===== config.mk =====
export PLATFORM = sky130hd
export DESIGN_NAME = sha_digest_acc
export DESIGN_NICKNAME = d
export VERILOG_FILES = /design/src/rtl/sha_digest_pkg.sv /design/src/rtl/sha_digest_ctrl.sv /design/src/rtl/sha_digest_dpath.sv /design/src/rtl/sha_digest_acc.sv
export SDC_FILE = /design/constraint.sdc
export NUM_CORES = 1
export LEC_CHECK = 0
export BUFFER_PORTS_ARGS = -buffer_cell sky130_fd_sc_hd__buf_2
export CAP_MARGIN = 20
export CORE_UTILIZATION = 57
export DETAILED_ROUTE_END_ITERATION = 6
export PLACE_DENSITY = 0.77
export REMOVE_ABC_BUFFERS = 1
export SLEW_MARGIN = 5
export SYNTH_ARGS = -nofsm -noshare
export SYNTH_HDL_FRONTEND = slang
export SYNTH_SLANG_ARGS = --single-unit

===== constraint.sdc =====
create_clock -name clk -period 5.75 [get_ports clk]
set_input_delay 0 -clock clk [delete_from_list [all_inputs] [get_ports clk]]
set_output_delay 0 -clock clk [all_outputs]
set_load 0.01 [all_outputs]

===== src/rtl/sha_digest_pkg.sv =====
package sha_digest_pkg;

  typedef struct packed {
    logic shiftIv;
    logic shiftRd;
    logic updBeat;
    logic updLast;
    logic loadDefault;
  } dig_ctl_t;

  function automatic logic [31:0] defIv(input logic [2:0] idx);
    case (idx)
      3'd0: defIv = 32'h6a09e667;
      3'd1: defIv = 32'hbb67ae85;
      3'd2: defIv = 32'h3c6ef372;
      3'd3: defIv = 32'ha54ff53a;
      3'd4: defIv = 32'h510e527f;
      3'd5: defIv = 32'h9b05688c;
      3'd6: defIv = 32'h1f83d9ab;
      default: defIv = 32'h5be0cd19;
    endcase
  endfunction

endpackage


===== src/rtl/sha_digest_ctrl.sv =====
module sha_digest_ctrl
  import sha_digest_pkg::*;
#(
  parameter int CHAIN_LEN = 4
) (
  input  logic     clk,
  input  logic     rstN,
  input  logic     ivDefault,
  input  logic     ivValid,
  input  logic     updValid,
  input  logic     rdStart,
  output dig_ctl_t ctl,
  output logic     rdValid
);
  localparam int RING_LEN = 2 * CHAIN_LEN;
  localparam int RW = $clog2(RING_LEN);
  localparam int UW = $clog2(CHAIN_LEN);

  logic [RW-1:0] ivCnt;
  logic [RW-1:0] rdCnt;
  logic [UW-1:0] updCnt;
  logic          reading;
  logic          idle;
  logic          startRd;

  assign idle = !reading && (ivCnt == '0) && (updCnt == '0);

  always_comb begin
    ctl             = '0;
    ctl.shiftIv     = ivValid && ((ivCnt != '0) || idle);
    ctl.loadDefault = ivDefault && idle && !ivValid;
    ctl.shiftRd     = reading;
    ctl.updBeat     = updValid && !reading && (ivCnt == '0)
                      && !ctl.shiftIv && !ctl.loadDefault;
    ctl.updLast     = ctl.updBeat && (updCnt == UW'(CHAIN_LEN - 1));
  end

  assign startRd = rdStart && idle && !ivValid && !ivDefault && !updValid;
  assign rdValid = reading;

  always_ff @(posedge clk or negedge rstN) begin
    if (!rstN) begin
      ivCnt   <= '0;
      rdCnt   <= '0;
      updCnt  <= '0;
      reading <= 1'b0;
    end else begin
      if (ctl.shiftIv) ivCnt <= (ivCnt == RW'(RING_LEN - 1)) ? '0 : ivCnt + 1'b1;
      if (ctl.updBeat) updCnt <= ctl.updLast ? '0 : updCnt + 1'b1;
      if (startRd) begin
        reading <= 1'b1;
        rdCnt   <= '0;
      end else if (reading) begin
        rdCnt <= rdCnt + 1'b1;
        if (rdCnt == RW'(RING_LEN - 1)) reading <= 1'b0;
      end
    end
  end

endmodule


===== src/rtl/sha_digest_dpath.sv =====
module sha_digest_dpath
  import sha_digest_pkg::*;
#(
  parameter int WORD_W    = 32,
  parameter int CHAIN_LEN = 4
) (
  input  logic              clk,
  input  logic              rstN,
  input  dig_ctl_t          ctl,
  input  logic [WORD_W-1:0] ivData,
  input  logic [WORD_W-1:0] aTap,
  input  logic [WORD_W-1:0] eTap,
  output logic [WORD_W-1:0] rdData
);
  localparam int LAST = CHAIN_LEN - 1;

  // aCh[0] holds DM(LAST) at rest, aCh[LAST] holds DM0; eCh likewise for DM4..DM7
  logic [WORD_W-1:0] aCh [CHAIN_LEN];
  logic [WORD_W-1:0] eCh [CHAIN_LEN];
  logic [WORD_W-1:0] aSum;
  logic [WORD_W-1:0] eSum;

  // old word is gated to zero on the last beat: fresh DM0/DM4 arrive pre-summed
  assign aSum = aTap + (ctl.updLast ? '0 : aCh[0]);
  assign eSum = eTap + (ctl.updLast ? '0 : eCh[0]);
  assign rdData = aCh[LAST];

  always_ff @(posedge clk or negedge rstN) begin
    if (!rstN) begin
      for (int i = 0; i < CHAIN_LEN; i++) begin
        aCh[i] <= WORD_W'(defIv(3'(LAST - i)));
        eCh[i] <= WORD_W'(defIv(3'(CHAIN_LEN + LAST - i)));
      end
    end else if (ctl.loadDefault) begin
      for (int i = 0; i < CHAIN_LEN; i++) begin
        aCh[i] <= WORD_W'(defIv(3'(LAST - i)));
        eCh[i] <= WORD_W'(defIv(3'(CHAIN_LEN + LAST - i)));
      end
    end else if (ctl.shiftIv || ctl.shiftRd) begin
      // circular buffer: eCh[0] -> ... -> eCh[LAST] -> aCh[0] -> ... -> aCh[LAST] -> eCh[0]
      for (int i = 1; i < CHAIN_LEN; i++) begin
        aCh[i] <= aCh[i-1];
        eCh[i] <= eCh[i-1];
      end
      aCh[0] <= eCh[LAST];
      eCh[0] <= ctl.shiftIv ? ivData : aCh[LAST];
    end else if (ctl.updBeat) begin
      for (int i = 0; i < LAST; i++) begin
        aCh[i] <= aCh[i+1];
        eCh[i] <= eCh[i+1];
      end
      aCh[LAST] <= aSum;
      eCh[LAST] <= eSum;
    end
  end

endmodule


===== src/rtl/sha_digest_acc.sv =====
module sha_digest_acc
  import sha_digest_pkg::*;
#(
  parameter int WORD_W = 32
) (
  input  logic              clk,
  input  logic              rstN,
  input  logic              ivDefault,
  input  logic              ivValid,
  input  logic [WORD_W-1:0] ivData,
  input  logic              updValid,
  input  logic [WORD_W-1:0] aTap,
  input  logic [WORD_W-1:0] eTap,
  input  logic              rdStart,
  output logic              rdValid,
  output logic [WORD_W-1:0] rdData
);
  localparam int CHAIN_LEN = 4;

  dig_ctl_t ctl;

  sha_digest_ctrl #(.CHAIN_LEN(CHAIN_LEN)) i_ctrl (
    .clk(clk), .rstN(rstN), .ivDefault(ivDefault), .ivValid(ivValid),
    .updValid(updValid), .rdStart(rdStart), .ctl(ctl), .rdValid(rdValid)
  );

  sha_digest_dpath #(.WORD_W(WORD_W), .CHAIN_LEN(CHAIN_LEN)) i_dpath (
    .clk(clk), .rstN(rstN), .ctl(ctl), .ivData(ivData),
    .aTap(aTap), .eTap(eTap), .rdData(rdData)
  );

endmodule


-- After elaboration in Yosys (flattened, before gate mapping)
Index checks and enable logic that the tools add are counted.
- output and inout port bits: 33
- logic and storage cells: 63
- input port bits: 102
- register bits after elaboration: 265
- reduce and logical (&&, ||, !) cells: 27
- eq/ne operators: 3
- $add $sub $neg: 5
- mux-type cells: 16
- operators with widths (cell ; number):
    128-bit 2-to-1 mux ; 6
    32-bit 2-to-1 mux ; 3
    32-bit adder ; 2
    1-bit logical AND ; 14
    3-bit 2-to-1 mux ; 3
    3-bit by 1-bit adder with 3-bit output (second input constant) ; 2
    3-bit equality test (second input constant) ; 2
    1-bit zero test ; 6
    3-bit nonzero test ; 2
    3-bit zero test ; 1
    1-bit 2-to-1 mux ; 3
    2-bit by 1-bit adder with 2-bit output (second input constant) ; 1
    2-bit equality test (second input constant) ; 1
    2-bit zero test ; 1
    1-bit logical OR ; 2
    2-bit 2-to-1 mux ; 1
    2-bit nonzero test ; 1

-- Logic depth before layout (Yosys ltp)
Gate-level depths: netlist (run 1).
- depth after elaboration: 14
- depth in mapped cells: 23
- mapped depth without buffers: 20

-- Modules after synthesis
A second synthesis (run 1) with hierarchy kept.
- cell total of the unflattened synthesis: 1724
- area, all modules: 16901.2 µm²
- modules (own cells, without submodules) (module ; sequential area each (µm²) ; area an instance (µm²) ; cells an instance ; times used):
    sha_digest_dpath ; 6576.3 ; 16340.7 ; 1674 ; 1
    sha_digest_ctrl ; 225.2 ; 560.5 ; 50 ; 1

-- Worst setup path before layout (run 1)
OpenSTA, ideal clock, no wires.
- kind: reg-to-reg
- start: register i_ctrl.ivCnt[0]
- end: register i_dpath.eCh[28] (netlist name)
- setup slack: 1.261 ns
- required time: 5.682 ns
- arrival: 4.421 ns
- cell stages (with the launch flop): 24
- period minus slack after synthesis: 4.489 ns
- setup time: 0.068 ns
- buffers on the path: 3
- cells stage by stage: dfrtp_1 -> inv_1 -> ha_1 -> nor2b_1 -> a21bo_1 -> buf_2 -> nor2b_1 -> buf_2 -> nand2_1 -> nor2_2 -> nand2_1 -> clkbuf_1 -> and2_1 -> ha_1 -> fa_1 -> a211oi_2 -> o21bai_2 -> a21oi_2 -> o31ai_2 -> a22o_4 -> a21oi_4 -> o41ai_2 -> mux2_4 -> a21oi_2
- longest elaborated chain between the ends: 14
- elaborated cells on any way between the ends: 21
- those cells by class: add/sub: 1; mux: 4; reduce/logical: 16
- RTL lines (item ; line ; source):
    start: declaration ; sha_digest_ctrl.sv:19 ; logic [RW-1:0] ivCnt;
    start signal: assignment ; sha_digest_ctrl.sv:48 ; if (ctl.shiftIv) ivCnt <= (ivCnt == RW'(RING_LEN - 1)) ? '0 : ivCnt + 1'b1;
    3-bit zero test ; sha_digest_ctrl.sv:26, sha_digest_ctrl.sv:33 ;
    1-bit logical AND (2 in series) ; sha_digest_ctrl.sv:26 ; assign idle = !reading && (ivCnt == '0) && (updCnt == '0);
    1-bit logical OR ; sha_digest_ctrl.sv:30 ; ctl.shiftIv = ivValid && ((ivCnt != '0) || idle);
    1-bit logical AND ; sha_digest_ctrl.sv:30 ;
    1-bit zero test ; sha_digest_ctrl.sv:34 ; && !ctl.shiftIv && !ctl.loadDefault;
    1-bit logical AND (2 in series) ; sha_digest_ctrl.sv:34 ;
    1-bit logical AND ; sha_digest_ctrl.sv:35 ; ctl.updLast = ctl.updBeat && (updCnt == UW'(CHAIN_LEN - 1));
    32-bit 2-to-1 mux ; sha_digest_dpath.sv:25 ; assign eSum = eTap + (ctl.updLast ? '0 : eCh[0]);
    32-bit adder ; sha_digest_dpath.sv:25 ;
    128-bit 2-to-1 mux ; sha_digest_dpath.sv:47 ; end else if (ctl.updBeat) begin
    128-bit 2-to-1 mux ; sha_digest_dpath.sv:39 ; end else if (ctl.shiftIv || ctl.shiftRd) begin
    128-bit 2-to-1 mux ; sha_digest_dpath.sv:34 ; end else if (ctl.loadDefault) begin
    end signal: indexed assignment ; sha_digest_dpath.sv:37 ; eCh[i] <= WORD_W'(defIv(3'(CHAIN_LEN + LAST - i)));
    end signal: indexed assignment ; sha_digest_dpath.sv:43 ; eCh[i] <= eCh[i-1];
    end signal: indexed assignment ; sha_digest_dpath.sv:50 ; eCh[i] <= eCh[i+1];
    end: declaration ; sha_digest_dpath.sv:19 ; logic [WORD_W-1:0] eCh [CHAIN_LEN];
Parallel ways exist; a longest one is shown, timed or not. The select of a mux whose other input is x is not followed.
A chain may end at the register's enable or synchronous reset.

-- Worst setup path after layout (run 1)
- start: register i_ctrl.reading, in the netlist i_ctrl.rdValid
- end: register i_dpath.eCh[31] (netlist name)
- longest elaborated chain between the ends: 14
- elaborated cells on any way between the ends: 21
- those cells by class: add/sub: 1; mux: 4; reduce/logical: 16
- RTL lines (item ; line ; source):
    start: declaration ; sha_digest_ctrl.sv:22 ; logic reading;
    start signal: assignment ; sha_digest_ctrl.sv:46 ; reading <= 1'b0;
    start signal: assignment ; sha_digest_ctrl.sv:51 ; reading <= 1'b1;
    start signal: assignment ; sha_digest_ctrl.sv:55 ; if (rdCnt == RW'(RING_LEN - 1)) reading <= 1'b0;
    1-bit zero test ; sha_digest_ctrl.sv:26, sha_digest_ctrl.sv:33 ;
    1-bit logical AND (2 in series) ; sha_digest_ctrl.sv:26 ;
    1-bit logical OR ; sha_digest_ctrl.sv:30 ;
    1-bit logical AND ; sha_digest_ctrl.sv:30 ;
    1-bit zero test ; sha_digest_ctrl.sv:34 ;
    1-bit logical AND (2 in series) ; sha_digest_ctrl.sv:34 ;
    1-bit logical AND ; sha_digest_ctrl.sv:35 ;
    32-bit 2-to-1 mux ; sha_digest_dpath.sv:25 ;
    32-bit adder ; sha_digest_dpath.sv:25 ;
    128-bit 2-to-1 mux ; sha_digest_dpath.sv:47 ;
    128-bit 2-to-1 mux ; sha_digest_dpath.sv:39 ;
    128-bit 2-to-1 mux ; sha_digest_dpath.sv:34 ;
Parallel ways exist; a longest one is shown, timed or not. The select of a mux whose other input is x is not followed.

==> impl_summary.md, run 1 <==
Power
The post-route total power is 12050 uW. In this run the static leakage power is 0.008062 uW. For this design the ratio of total power to cell area is 634.7 nW/um2. IR analysis of the VDD net gives a maximum drop of 0.0003835 V. The fraction of power consumed by combinational cells is 48.3%.

The sequential share of power is 33.9%. The internal power is 6869 uW. Of the total power, the share spent switching nets is 42.98%. Of the total power, the clock network draws 17.8%. For this design the total switching power over the nets is slightly above 5000 uW.

Detailed routing
The number of search-and-repair iterations in the first detailed-routing pass is 6. Once detail routing completed, the nets flagged for antenna violations numbered 0. The detailed router's first-iteration violation count is 1864.

In the routed layout, each cell is associated on average with a via count of 6.388. The sum of met2 wire segment lengths after detailed routing is 22.59 mm. For this run, design rule violations remaining after detail routing come to 0.

The detailed router placed 15702 vias in this run. The detail-routed net length per standard cell is 20.26 um. The topmost layer with routed signal wires is met5.

Detailed routing placed a total of 4.296 mm of wire on met3. The total wirelength of the detailed-routed design is between 40 and 50 mm. For this block, wires on met1 add up to between 20 and 25 mm.

CTS
The post-cts resize count is 0. The post-CTS clock slew at the launch and capture registers of the worst setup and hold paths is 60 ps. The number of buffers created by CTS is 30. The number of buffers between clock root and the deepest sink is 3. The clock insertion delay at the later pin of the skew report is 570 ps. The count of hold buffers inserted by post-cts repair is 50. In this run the post-CTS setup repair buffer count came out at 0.

The number of levels in the clock H-tree is 1. The count of clock tree sinks is 265. Clock tree synthesis selected as its root buffer the cell sky130_fd_sc_hd__clkbuf_16. TritonCTS built the clock tree.

Synthesis
The count of yosys warnings during synthesis is 0. In this run the mean area of a mapped cell was 8.418 um2. The count of unique library cells instantiated by Yosys is 78. The most instantiated flip-flop cell in the synthesis netlist is sky130_fd_sc_hd__dfstp_2. The number of cells produced by synthesis is about 2000. For this run, asynchronously set or reset flops after synthesis account for between 90% and 100%. The register bit count reported by yosys is between 200 and 300. Yosys mapped a number of flops with a built-in enable equal to 0. The post-synthesis sequential area ratio is slightly above 40%. The cell area that synthesis handed to floorplanning was 16840 um2.

Timing
The share of the cycle needed by the critical path after routing is 92.98%. Once routing completed, OpenROAD measured the worst setup slack at roughly 400 ps. Setup repair after global routing left no endpoint under its margin. Across all hold checks on the routed design, the worst slack comes to roughly 22 ps. The worst-margin pin slew is 1110 ps. The worst slew slack as a fraction of its limit is 26.02%.

The final setup violation count is 0. The routed design could run at a clock period as short as around 5300 ps. The highest clock rate is roughly 190 MHz. The number of endpoints with negative hold slack in the final report was 0.

The final number of max-transition violations is 0. Clock skew on the completed layout was measured at 10.77 ps.

Global routing
The first global-routing pass estimated between 80 and 90 mm of wire. The global route total overflow is 0. Entering global routing, the biggest net connects roughly 220 pins. The combined global-route utilization of all metal layers is 32.80%.

The via count of the first global-routing pass was 14966. The number of antenna violations at the first check in global routing is 3.

Outcome
The flow ran to the end, and the final reports show no timing, DRC or antenna violations.

Floorplanning
The vertical die dimension is 173.9 um. The total number of placement rows is 62. The area inside the core boundary is 28860 um2. The die covers 30240 um2. Measured along the x axis, the die boundary spans 173.9 um. The initial standard-cell utilization of the core is 58.37%.

135 I/O pins were placed.

Setup path
The largest fanout on the critical path is 41. The kind of end point of the critical path is a register. The worst setup path is launched from a register. The critical path start-end classification is register to register. For the worst setup path, the data required time is 6240 ps.

For the worst setup path, the data arrival time is between 5000 and 6000 ps.

Place
The weighted congestion reported at the end of routability-driven placement is 0.9143. The detailed placement HPWL is between 30 and 40 mm. The worst slack at placement is ~900 ps.

Buffers placed on the I/O ports in this run total 134.

Cells and area
The proportion of layout cells with a drive suffix above 1 is between 15 and 20%. Compared with the post-synthesis result, the final layout area differs by 12.69%. Leaving out fill and tap cells, the most frequent cell in the layout is sky130_fd_sc_hd__nand2_1. The number of nets in the final layout is 2222. Leaving out fill and tap cells, the most frequent cells in the layout are sky130_fd_sc_hd__nand2_1 (367), sky130_fd_sc_hd__nor2_1 (341), sky130_fd_sc_hd__dfstp_2 (136), sky130_fd_sc_hd__buf_2 (133), sky130_fd_sc_hd__dfrtp_1 (128).

Worst hold path
The min-delay analysis places its worst path in the category primary input to register.

Run
The count of maximum capacitance violations is 0.
critical path, stage by stage, from the launching register on:
cell and delay (ps):
sky130_fd_sc_hd__dfrtp_2 350, sky130_fd_sc_hd__buf_4 730, sky130_fd_sc_hd__nand3b_1 320, sky130_fd_sc_hd__nor2_2 80, sky130_fd_sc_hd__nand2_2 430, sky130_fd_sc_hd__buf_4 340
sky130_fd_sc_hd__and2_1 190, sky130_fd_sc_hd__ha_1 260, sky130_fd_sc_hd__a211oi_2 240, sky130_fd_sc_hd__o21bai_1 120, sky130_fd_sc_hd__a21oi_2 300, sky130_fd_sc_hd__o21ai_2 170
sky130_fd_sc_hd__a211o_1 350, sky130_fd_sc_hd__a221o_1 370, sky130_fd_sc_hd__a211oi_1 250, sky130_fd_sc_hd__a31oi_1 70, sky130_fd_sc_hd__dlygate4sd3_1 580, sky130_fd_sc_hd__o21ai_1 120
sequential cells by signal, summed over array words and instances (netlist names):
signal	count
i_dpath.eCh	128
i_dpath.aCh	96
i_dpath.rdData	32
i_ctrl.ivCnt	3
i_ctrl.rdCnt	3
i_ctrl.updCnt	2
i_ctrl.rdValid	1
area by class of cell:
type                    count  area, um2
diodes                      1      2.502
clock buffers              40      869.6
clock inverters            16      236.5
fillers                  2371       9876
inverters                  16      60.06
multi-input cells        1533       9169
flip-flops and latches    265       6803
well taps                 384      480.5
repair buffers            203       1361
power by group through the flow:
stage | Sequential [uW] | Combinational (uW) | Clock [uW]
global placement | 4040 | 5450 | 0
floorplan | 3830 | 4580 | 0
global route | 4200 | 6460 | 2240
finish | 4080 | 5820 | 2150
CTS | 4050 | 5750 | 2160
detailed placement | 4060 | 5670 | 0
path summary, 6_finish.rpt:
path	from	endpoint	slack [ps]	cells after the start
max in group asynchronous	rstN	i_dpath.eCh[23]	4340	3
min in group asynchronous	rstN	i_dpath.eCh[66]	100	2
setup reg to reg	i_ctrl.rdValid	i_dpath.eCh[31]	400	17
hold / removal	aTap[30]	i_dpath.rdData[30]	20	5
hold reg to reg	i_dpath.aCh[34]	i_dpath.rdData[2]	500	2
setup / recovery	i_ctrl.rdValid	i_dpath.eCh[31]	400	17
layer usage:
metal,vias up,global-route usage (%)
met5,-,0
met4,4,13.08
met3,132,5.599
met2,751,51.05
met1,7621,45.61
li1,7194,-
synthesized netlist by cell type (all sizes together) (9+ instances only):
cell type / instances / share of area (%)
nand2: 371 / 8.3
nor2: 344 / 7.7
dfstp: 136 / 21
dfrtp: 129 / 19
clkbuf: 118 / 2.6
o311ai: 93 / 4.8
o21ai: 84 / 2.5
a21oi: 76 / 2.6
a311oi: 73 / 3.8
buf: 69 / 2.4
ha: 69 / 5.1
and2: 67 / 2.5
mux2i: 41 / 2.4
a21o: 30 / 1.3
xnor2: 27 / 1.4
a31oi: 26 / 0.97
nor3: 19 / 0.56
a211oi: 18 / 0.95
o2111ai: 18 / 0.94
inv: 16 / 0.36
xor2: 16 / 0.83
o211ai: 15 / 0.67
nand3: 14 / 0.42
nand2b: 11 / 0.41
nand4: 11 / 0.41
nor2b: 11 / 0.41
and3: 10 / 0.37
o22ai: 9 / 0.33
cell families after synthesis:
| kind of cell | after synthesis | share of synthesized area, % |
|---|---|---|
| AND/OR/NAND/NOR | 874 | 21.75 |
| AO/OA/AOI/OAI | 502 | 22.28 |
| flip-flops | 265 | 40.38 |
| buffers and inverters | 203 | 5.407 |
| multiplexers | 43 | 2.592 |
| adder cells (fa/ha/maj) | 71 | 5.363 |
| XOR/XNOR | 43 | 2.236 |
metrics by stage:
step	instance area, um2	utilization (%)	instances	setup TNS (ps)
floorplan	15990	-	1814	-1665230
global placement	17370	60.20	2351	0
detailed placement	17370	60.20	2351	0
CTS	18980	65.77	2457	0
global route	18980	65.78	2458	0
finish	18980	65.78	2458	0
Power figures use the tool's default switching activity.
==> run 2, diff against run 1 <==
--- a/config.mk
+++ b/config.mk
@@ -9,6 +9,7 @@
 export CAP_MARGIN = 20
 export CORE_UTILIZATION = 57
 export DETAILED_ROUTE_END_ITERATION = 6
+export MAX_ROUTING_LAYER = met4
 export PLACE_DENSITY = 0.77
 export REMOVE_ABC_BUFFERS = 1
 export SLEW_MARGIN = 5
==> run 2 against run 1 <==
Effect of this change:
- utilization shrank 0.36 points
- largest power group unchanged
- critical path depth increased by 3
- cell count barely moved
- maximum frequency grew 7.6%
- clock-buffer cell count is 8 higher
- critical path type unchanged
- first-iteration DRC count fell by 8.0%
- largest cell class unchanged
- clock skew about the same
- sequential cell count did not move
- cell area decreased by 0.55%
- highest routed layer is now met4
==> impl_summary.md, run 2 (same netlist as run 1, synthesis figures left out) <==
Outcome
The flow ran to the end, and the final reports show no timing, DRC or antenna violations.

Global routing
The largest net degree at the start of global routing came to 218 (unchanged). The via count of the first global-routing pass is 14633 (-2.2%). The number of antenna violations at the first check in global routing is 0 (-3).

The global route total overflow was 0 (unchanged). The first-pass GRT wire length was 78.52 mm (-2.0%). The combined global-route utilization of all metal layers is 33.04% (+0.24 points).

Cells and area
The register with the most flip-flops in the final layout is i_dpath.eCh. The proportion of layout cells with a drive suffix above 1 is 18.24% (-0.14 points). The flip-flop count of the largest register, all copies and words added is 128 (unchanged).

The layout overhead on the synthesized area is 12.07%. The final non-filler cell total is 2456 (-0.081%). Leaving out fill and tap cells, the most frequent cells in the layout are sky130_fd_sc_hd__nand2_1 (367), sky130_fd_sc_hd__nor2_1 (341), sky130_fd_sc_hd__dfstp_2 (136), sky130_fd_sc_hd__buf_2 (133), sky130_fd_sc_hd__dfrtp_1 (128). The most common library cell in the layout ignoring fill and taps is sky130_fd_sc_hd__nand2_1. The number of filler cells placed in the layout was 2409 (+1.6%). The number of nets in the final layout was 2221 (-0.045%).

The antenna diode count is 0 (-1).

Timing
The shortest clock period the worst path allows after layout was 4971 ps (-375.6 ps). The worst-margin pin slew is 1157 ps (+47.01 ps). The clock tree skew after final layout is 10.51 ps (-0.2633 ps). The number of endpoints with negative hold slack in the final report came to 0 (unchanged). Setup repair after global routing left no endpoint under its margin. The final number of max-transition violations was 0 (unchanged). The worst slew slack as a fraction of its limit came to 22.89% (-3.1 points). The final setup violation count is 0 (unchanged).

The final worst setup slack is 779.2 ps (+375.6 ps). The share of the cycle needed by the critical path after routing was 86.45% (-6.5 points). The highest clock rate was 201.2 MHz (+7.6%).

Setup path
The cell at the slowest stage of the critical path is sky130_fd_sc_hd__fa_1. The most numerous cell type found on the critical path is sky130_fd_sc_hd__ha_1. The number of buffers and inverters on the critical path was 1 (-2). The worst path required time is 6200 ps (-40 ps). The critical path data arrival time is 5420 ps (-420 ps). The family of cells with the greatest summed delay on the critical path is compound AO/OA/AOI/OAI gates. The delay of the slowest critical-path stage is 460 ps (-270 ps). The critical path launch point type is a register.

The largest fanout on the critical path was 26 (-37%). The critical path start-end classification is register to register. Walking the worst path, the cells encountered are inv_1 > ha_1 > nor2b_1 > a21bo_2 > nor2b_4 > nand2_1 > nor2_2 > nand2_2 > and2_1 > ha_1 > fa_1 > a211oi_1 > nor2_1 > o2111ai_1 > a21oi_2 > a21bo_1 > a211oi_2 > mux2i_1 > a21oi_1 > a221o_1. The worst setup path is captured at a register.

Detailed routing
The detail-routed net length per standard cell was 19.86 um (-1.9%). The number of vias in the routed layout is 15522 (-1.1%). The detailed router's first-iteration violation count is 1715 (-8.0%). The number of search-and-repair iterations in the first detailed-routing pass was 6 (unchanged). The total wirelength of the detailed-routed design is 48.79 mm (-2.0%). The final routed DRC violation total is 0 (unchanged). The number of nets with antenna violations after routing is 0 (unchanged). The via count normalized by instance count came to 6.320 (-1.1%).

CTS
The TritonCTS clock tree is built. The number of buffers created by CTS is 31 (+3.3%). The number of levels in the clock H-tree is 1 (unchanged). The count of clock tree sinks is 265 (unchanged).

The number of post-CTS setup repair buffers was 0 (unchanged). The clock tree root buffer cell is sky130_fd_sc_hd__clkbuf_16. The clock insertion delay at the later pin of the skew report came to 560 ps (about the same).

The number of buffers between clock root and the deepest sink is 3 (unchanged). The post-CTS clock slew at the launch and capture registers of the worst setup and hold paths is 60 ps (about the same).

Place
The worst slack at placement came to 861.6 ps (-38.68 ps). The detailed placement HPWL is 30.37 mm (-0.42%). The number of placed instances, taps included was 2352 (+0.043%).

The number of input and output port buffers inserted was 134 (unchanged). The weighted congestion reported at the end of routability-driven placement is 0.9489 (+3.8%).

Power
The standby leakage power was 0.008016 uW (-0.57%). The peak supply drop is 0.0004466 V (+16%). The post-route total power is 11840 uW (-1.7%). The ratio of total power to cell area is 627.3 nW/um2 (-1.2%).

Floorplanning
The initial standard-cell utilization of the core is 58.37% (unchanged). The area inside the core boundary came to 28860 um2 (unchanged). The floorplan die area is 30240 um2 (unchanged). The vertical die dimension came to 173.9 um (unchanged). The die boundary width came to 173.9 um (unchanged). The number of primary I/O pins was 135 (unchanged).

The total number of placement rows was 62 (unchanged).

Worst hold path
In this run the worst hold path is classified as primary input to register.

Run
The count of maximum capacitance violations is 0 (unchanged).
run 2: changes by cell type in the layout (fill, tap and decap cells not counted), sizes merged:
cell         change
diode            -1
buf              +1
dlygate4sd3      -3
bufinv           -4
clkinv           -3
clkbuf           +8
run 2: worst reg2reg max path: cells and delay by family (launching register included):
| kind | cells | cell delay (ps) |
|---|---|---|
| compound gates | 8 | 1830 |
| simple gates | 7 | 1530 |
| fa+ha+maj | 3 | 830 |
| flops | 1 | 410 |
| mux | 1 | 200 |
| buf+inv | 1 | 70 |
run 2: layout make-up:
cell class,instances,area (um2),area share [%]
Clock buffer,48,929.6,4.924
Inverter,16,60.06,0.3181
Multi-Input combinational cell,1533,9169,48.57
Tap cell,384,480.5,2.545
Clock inverter,9,97.59,0.5170
Timing Repair Buffer,201,1339,7.092
Sequential cell,265,6803,36.04
run 2: timing repair:
action	CTS	global route
resized for setup	0	0
endpoints found under the hold margin	105	0
setup endpoints to repair	0	0
hold buffers	47	0
run 2: path summary, 6_finish.rpt:
path	start	endpoint	slack [ps]	cells past startpoint
max reg2reg	i_ctrl.ivCnt[0]	i_dpath.rdData[28]	780	20
min in group asynchronous	rstN	i_dpath.eCh[68]	60	2
max in group asynchronous	rstN	i_dpath.rdData[18]	4340	3
min	eTap[28]	i_dpath.eCh[29]	10	5
min reg2reg	i_dpath.eCh[102]	i_dpath.eCh[102]	490	2
max	i_ctrl.ivCnt[0]	i_dpath.rdData[28]	780	20
run 2: metrics by stage:
| step | TNS (ps) | hold slack (ps) | util (%) | cell area (um2) |
|---|---|---|---|---|
| finish | 0 | 13.26 | 65.42 | 18880 |
| global route | 0 | 41.68 | 65.42 | 18880 |
| CTS | 0 | 0.007661 | 65.42 | 18880 |
| detailed placement | 0 | 161.3 | 60.23 | 17380 |
| global placement | 0 | 155.4 | 60.23 | 17380 |
| floorplan | -1665230 | -295.6 | - | 15990 |
run 2: metal layers:
layer / up-vias / part of all wire [%] / GRT usage, %
met4: 0 / 3.4 / 12.72
met5: - / 0 / -
met3: 122 / 7.9 / 4.178
met2: 730 / 45 / 49.60
li1: 7198 / - / -
met1: 7472 / 43 / 45.70
run 2: where the power goes:
part / internal (uW) / switching, uW / total [uW]
registers: 3200 / 876 / 4080
clock network: 1190 / 801 / 1990
logic: 2340 / 3440 / 5770
total: 6730 / 5120 / 11800
==> run 3, diff against run 2 <==
--- a/config.mk
+++ b/config.mk
@@ -7,10 +7,13 @@
 export LEC_CHECK = 0
 export BUFFER_PORTS_ARGS = -buffer_cell sky130_fd_sc_hd__buf_2
 export CAP_MARGIN = 20
-export CORE_UTILIZATION = 57
+export CELL_PAD_IN_SITES_DETAIL_PLACEMENT = 1
+export CELL_PAD_IN_SITES_GLOBAL_PLACEMENT = 2
+export CORE_UTILIZATION = 37
 export DETAILED_ROUTE_END_ITERATION = 6
 export MAX_ROUTING_LAYER = met4
-export PLACE_DENSITY = 0.77
+export PLACE_DENSITY = 0.81
+export RECOVER_POWER = 50
 export REMOVE_ABC_BUFFERS = 1
 export SLEW_MARGIN = 5
 export SYNTH_ARGS = -nofsm -noshare
==> run 3 against run 2 <==
Effect of this change:
- the run now ends with max-capacitance violations, max-slew violations left
- first-iteration DRC count fell by 32%
- total power rose by 2.8%
- utilization fell by 22 points
- maximum frequency fell by 4.0%
- cell area rose by 1.9%
- register-to-register slack got worse by 200 ps
- global-route usage fell by 7.0 points
- cell count rose by 8.9%
- sequential cell count did not move
- clock power rose by 9%
- largest power group unchanged
- highest routed layer unchanged
==> impl_summary.md, run 3 (same netlist as run 1, synthesis figures left out) <==
CTS
The number of post-CTS setup repair buffers is 0 (unchanged). The post-cts resize count is 0 (unchanged). The clock tree root buffer cell is sky130_fd_sc_hd__clkbuf_16.

The number of buffers between clock root and the deepest sink was 3 (unchanged). The TritonCTS clock tree is built. The number of levels in the clock H-tree is 2 (+1). The number of buffers created by CTS is 34 (+9.7%). The post-CTS clock slew at the launch and capture registers of the worst setup and hold paths came to 60 ps (about the same). The count of clock tree sinks is 265 (unchanged). The clock insertion delay at the later pin of the skew report is 560 ps (about the same).

Power
The peak supply drop is 0.0002943 V (-34%). The ratio of total power to cell area is 633.1 nW/um2 (+0.92%). The standby leakage power came to 0.008002 uW (-0.18%). The post-route total power is 12170 uW (+2.8%).

Setup path
The critical path data arrival time is 5660 ps (+240 ps). The largest fanout on the critical path is 37 (+42%). The critical path start-end classification is register to register. The number of cells on the worst reg-to-reg path was 20 (unchanged). The worst path required time is 6230 ps (+30 ps). The critical path launch point type is a register. The start of the worst register-to-register path is i_ctrl.ivCnt[0]. The endpoint identified for the worst register-to-register timing path is i_dpath.eCh[28]. The kind of end point of the critical path is a register. The slack of the worst reg-to-reg path came to 570 ps (-200 ps).

Cells and area
The largest register by flop count is i_dpath.eCh. The number of nets in the final layout is 2229 (+0.36%). The post-route cell area is 19230 um2 (+1.9%). The proportion of layout cells with a drive suffix above 1 is 16.67% (-1.6 points). The storage element area is 6803 um2 (unchanged). The multi-input combinational cell area came to 9181 um2 (+0.14%).

The number of filler cells placed in the layout came to 5252 (+120%). The flip-flop count of the largest register, all copies and words added is 128 (unchanged). The final cell utilization of the core was 43.11% (-22 points).

The library cells used most frequently in the layout, excluding fill and tap cells, are sky130_fd_sc_hd__nand2_1 (367), sky130_fd_sc_hd__nor2_1 (341), sky130_fd_sc_hd__dfrtp_1 (128), sky130_fd_sc_hd__dfstp_2 (121), sky130_fd_sc_hd__buf_2 (116). The most common library cell in the layout ignoring fill and taps is sky130_fd_sc_hd__nand2_1. The layout overhead on the synthesized area is 14.15%.

Worst hold path
The hold path depth is 4 (-1). For hold timing, the worst endpoint is i_dpath.eCh[0]. The worst hold path begins at eTap[0]. The min-delay analysis places its worst path in the category primary input to register.

Detailed routing
The topmost layer with routed signal wires is met4. The met3 wire length came to 1.872 mm (-51%). The number of search-and-repair iterations in the first detailed-routing pass is 5 (-1). The met1 wire length is 27.35 mm (+29%). The sum of met2 wire segment lengths after detailed routing was 27.77 mm (+26%). The number of nets with antenna violations after routing is 0 (unchanged). The via count normalized by instance count is 5.753 (-9.0%).

The total wirelength of the detailed-routed design is 58.17 mm (+19%). The detailed router's first-iteration violation count came to 1159 (-32%). The number of vias in the routed layout is 15389 (-0.86%). The final routed DRC violation total is 0 (unchanged). The detail-routed net length per standard cell is 21.75 um (+9.5%).

Place
The post-placement cell area came to 17660 um2 (+1.6%). The weighted congestion reported at the end of routability-driven placement is 0.8698 (-8.3%). The detailed placement HPWL is 37.09 mm (+22%). The number of input and output port buffers inserted came to 134 (unchanged).

Global routing
The number of antenna violations at the first check in global routing came to 1 (+1). The global route total overflow is 0 (unchanged). The first-pass GRT wire length came to 92.88 mm (+18%). The largest net degree at the start of global routing is 199 (-8.7%). The combined global-route utilization of all metal layers is 26.03% (-7.0 points). The via count of the first global-routing pass is 15854 (+8.3%).

Timing
The clock tree skew after final layout is 26.56 ps (+16.05 ps). The highest clock rate is 193.2 MHz (-4.0%). The share of the cycle needed by the critical path after routing is 90.01% (+3.6 points). Setup repair after global routing left no endpoint under its margin. The final setup TNS is 0 ps (unchanged). The hold slack was 23.72 ps (+10.46 ps). The number of endpoints with negative hold slack in the final report came to 0 (unchanged). The final number of max-transition violations came to 268 (+268). The worst-margin pin slew came to 3366 ps (+2209 ps). The worst slew slack as a fraction of its limit is -124.4% (-150 points). The shortest clock period the worst path allows after layout came to 5176 ps (+205.0 ps). The final setup violation count came to 0 (unchanged).

Run
The count of maximum capacitance violations is 2 (+2).

Floorplanning
The floorplan die area is 46380 um2 (+53%). The vertical die dimension is 215.4 um (+24%). The initial standard-cell utilization of the core is 37.76% (-21 points). The die boundary width came to 215.4 um (+24%). The area inside the core boundary is 44610 um2 (+55%). The total number of placement rows is 77 (+24%). The number of primary I/O pins is 135 (unchanged).

Outcome
The final reports fail on max-capacitance violations, max-slew violations. The run finished, with violations left.
==> run 3: layout make-up <==
class                      instances  share of cell area [%]
sequential                       265                   35.38
inverter                          16                  0.3123
antenna                            1                 0.01301
clock inverter                    10                  0.7678
tap                              592                   3.852
timing repair buffer             206                   6.995
multi-input combinational       1533                   47.75
clock buffer                      52                   4.932
==> run 3: routing by layer <==
metal | vias to the layer above | global-route usage (%)
li1 | 7211 | -
met4 | 0 | 7.518
met2 | 259 | 41.26
met5 | - | -
met3 | 74 | 2.720
met1 | 7845 | 35.20
==> run 3: how the worst max path moves through the flow <==
stage,from,endpoint,slack [ps],cells after the start
after floorplan,i_ctrl.rdValid,i_dpath.eCh[23],-9770,4
after global placement,i_ctrl.ivCnt[0],i_dpath.rdData[28],780,20
after detailed placement,i_ctrl.ivCnt[0],i_dpath.rdData[28],560,20
after CTS,i_ctrl.ivCnt[0],i_dpath.rdData[28],540,20
after global routing,rstN,i_ctrl.rdValid,120,3
final,i_ctrl.ivCnt[0],i_dpath.eCh[28],570,20
==> run 3: power by group <==
part	switching, uW	leakage [uW]	total, uW	internal, uW
Sequential	903	0.00291	4080	3180
Combinational	3590	0.00456	5920	2330
Clock	887	0.000532	2170	1280
==> run 3: through the flow <==
step	cells	worst slack [ps]
2_1_floorplan	1814	-9767
3_3_place_gp	2562	779.0
3_5_place_dp	2562	557.8
4_1_cts	2673	538.7
5_1_grt	2675	115.5
6_report	2675	574.2
==> run 3: worst max-delay path, cell delays in order, from the launching register on <==
cell and delay, ps:
sky130_fd_sc_hd__dfrtp_1 410, sky130_fd_sc_hd__inv_1 70, sky130_fd_sc_hd__ha_1 170, sky130_fd_sc_hd__nor2b_1 210, sky130_fd_sc_hd__a21bo_4 160, sky130_fd_sc_hd__nor2b_4 170, sky130_fd_sc_hd__nand2_1 120, sky130_fd_sc_hd__nor2_2 140
sky130_fd_sc_hd__nand2_2 480, sky130_fd_sc_hd__and2_1 380, sky130_fd_sc_hd__ha_1 250, sky130_fd_sc_hd__fa_1 490, sky130_fd_sc_hd__a211oi_2 320, sky130_fd_sc_hd__o21bai_2 140, sky130_fd_sc_hd__a21oi_2 270, sky130_fd_sc_hd__o31ai_2 150
sky130_fd_sc_hd__a22o_4 310, sky130_fd_sc_hd__a21oi_4 270, sky130_fd_sc_hd__o41ai_2 130, sky130_fd_sc_hd__mux2_4 320, sky130_fd_sc_hd__a21oi_2 130
==> run 3: repair_timing <==
| item | 4_1_cts | 5_1_grt |
|---|---|---|
| endpoints found under the hold margin | 99 | 0 |
| endpoints found under the setup margin | 0 | 0 |
| hold buffers | 49 | 0 |
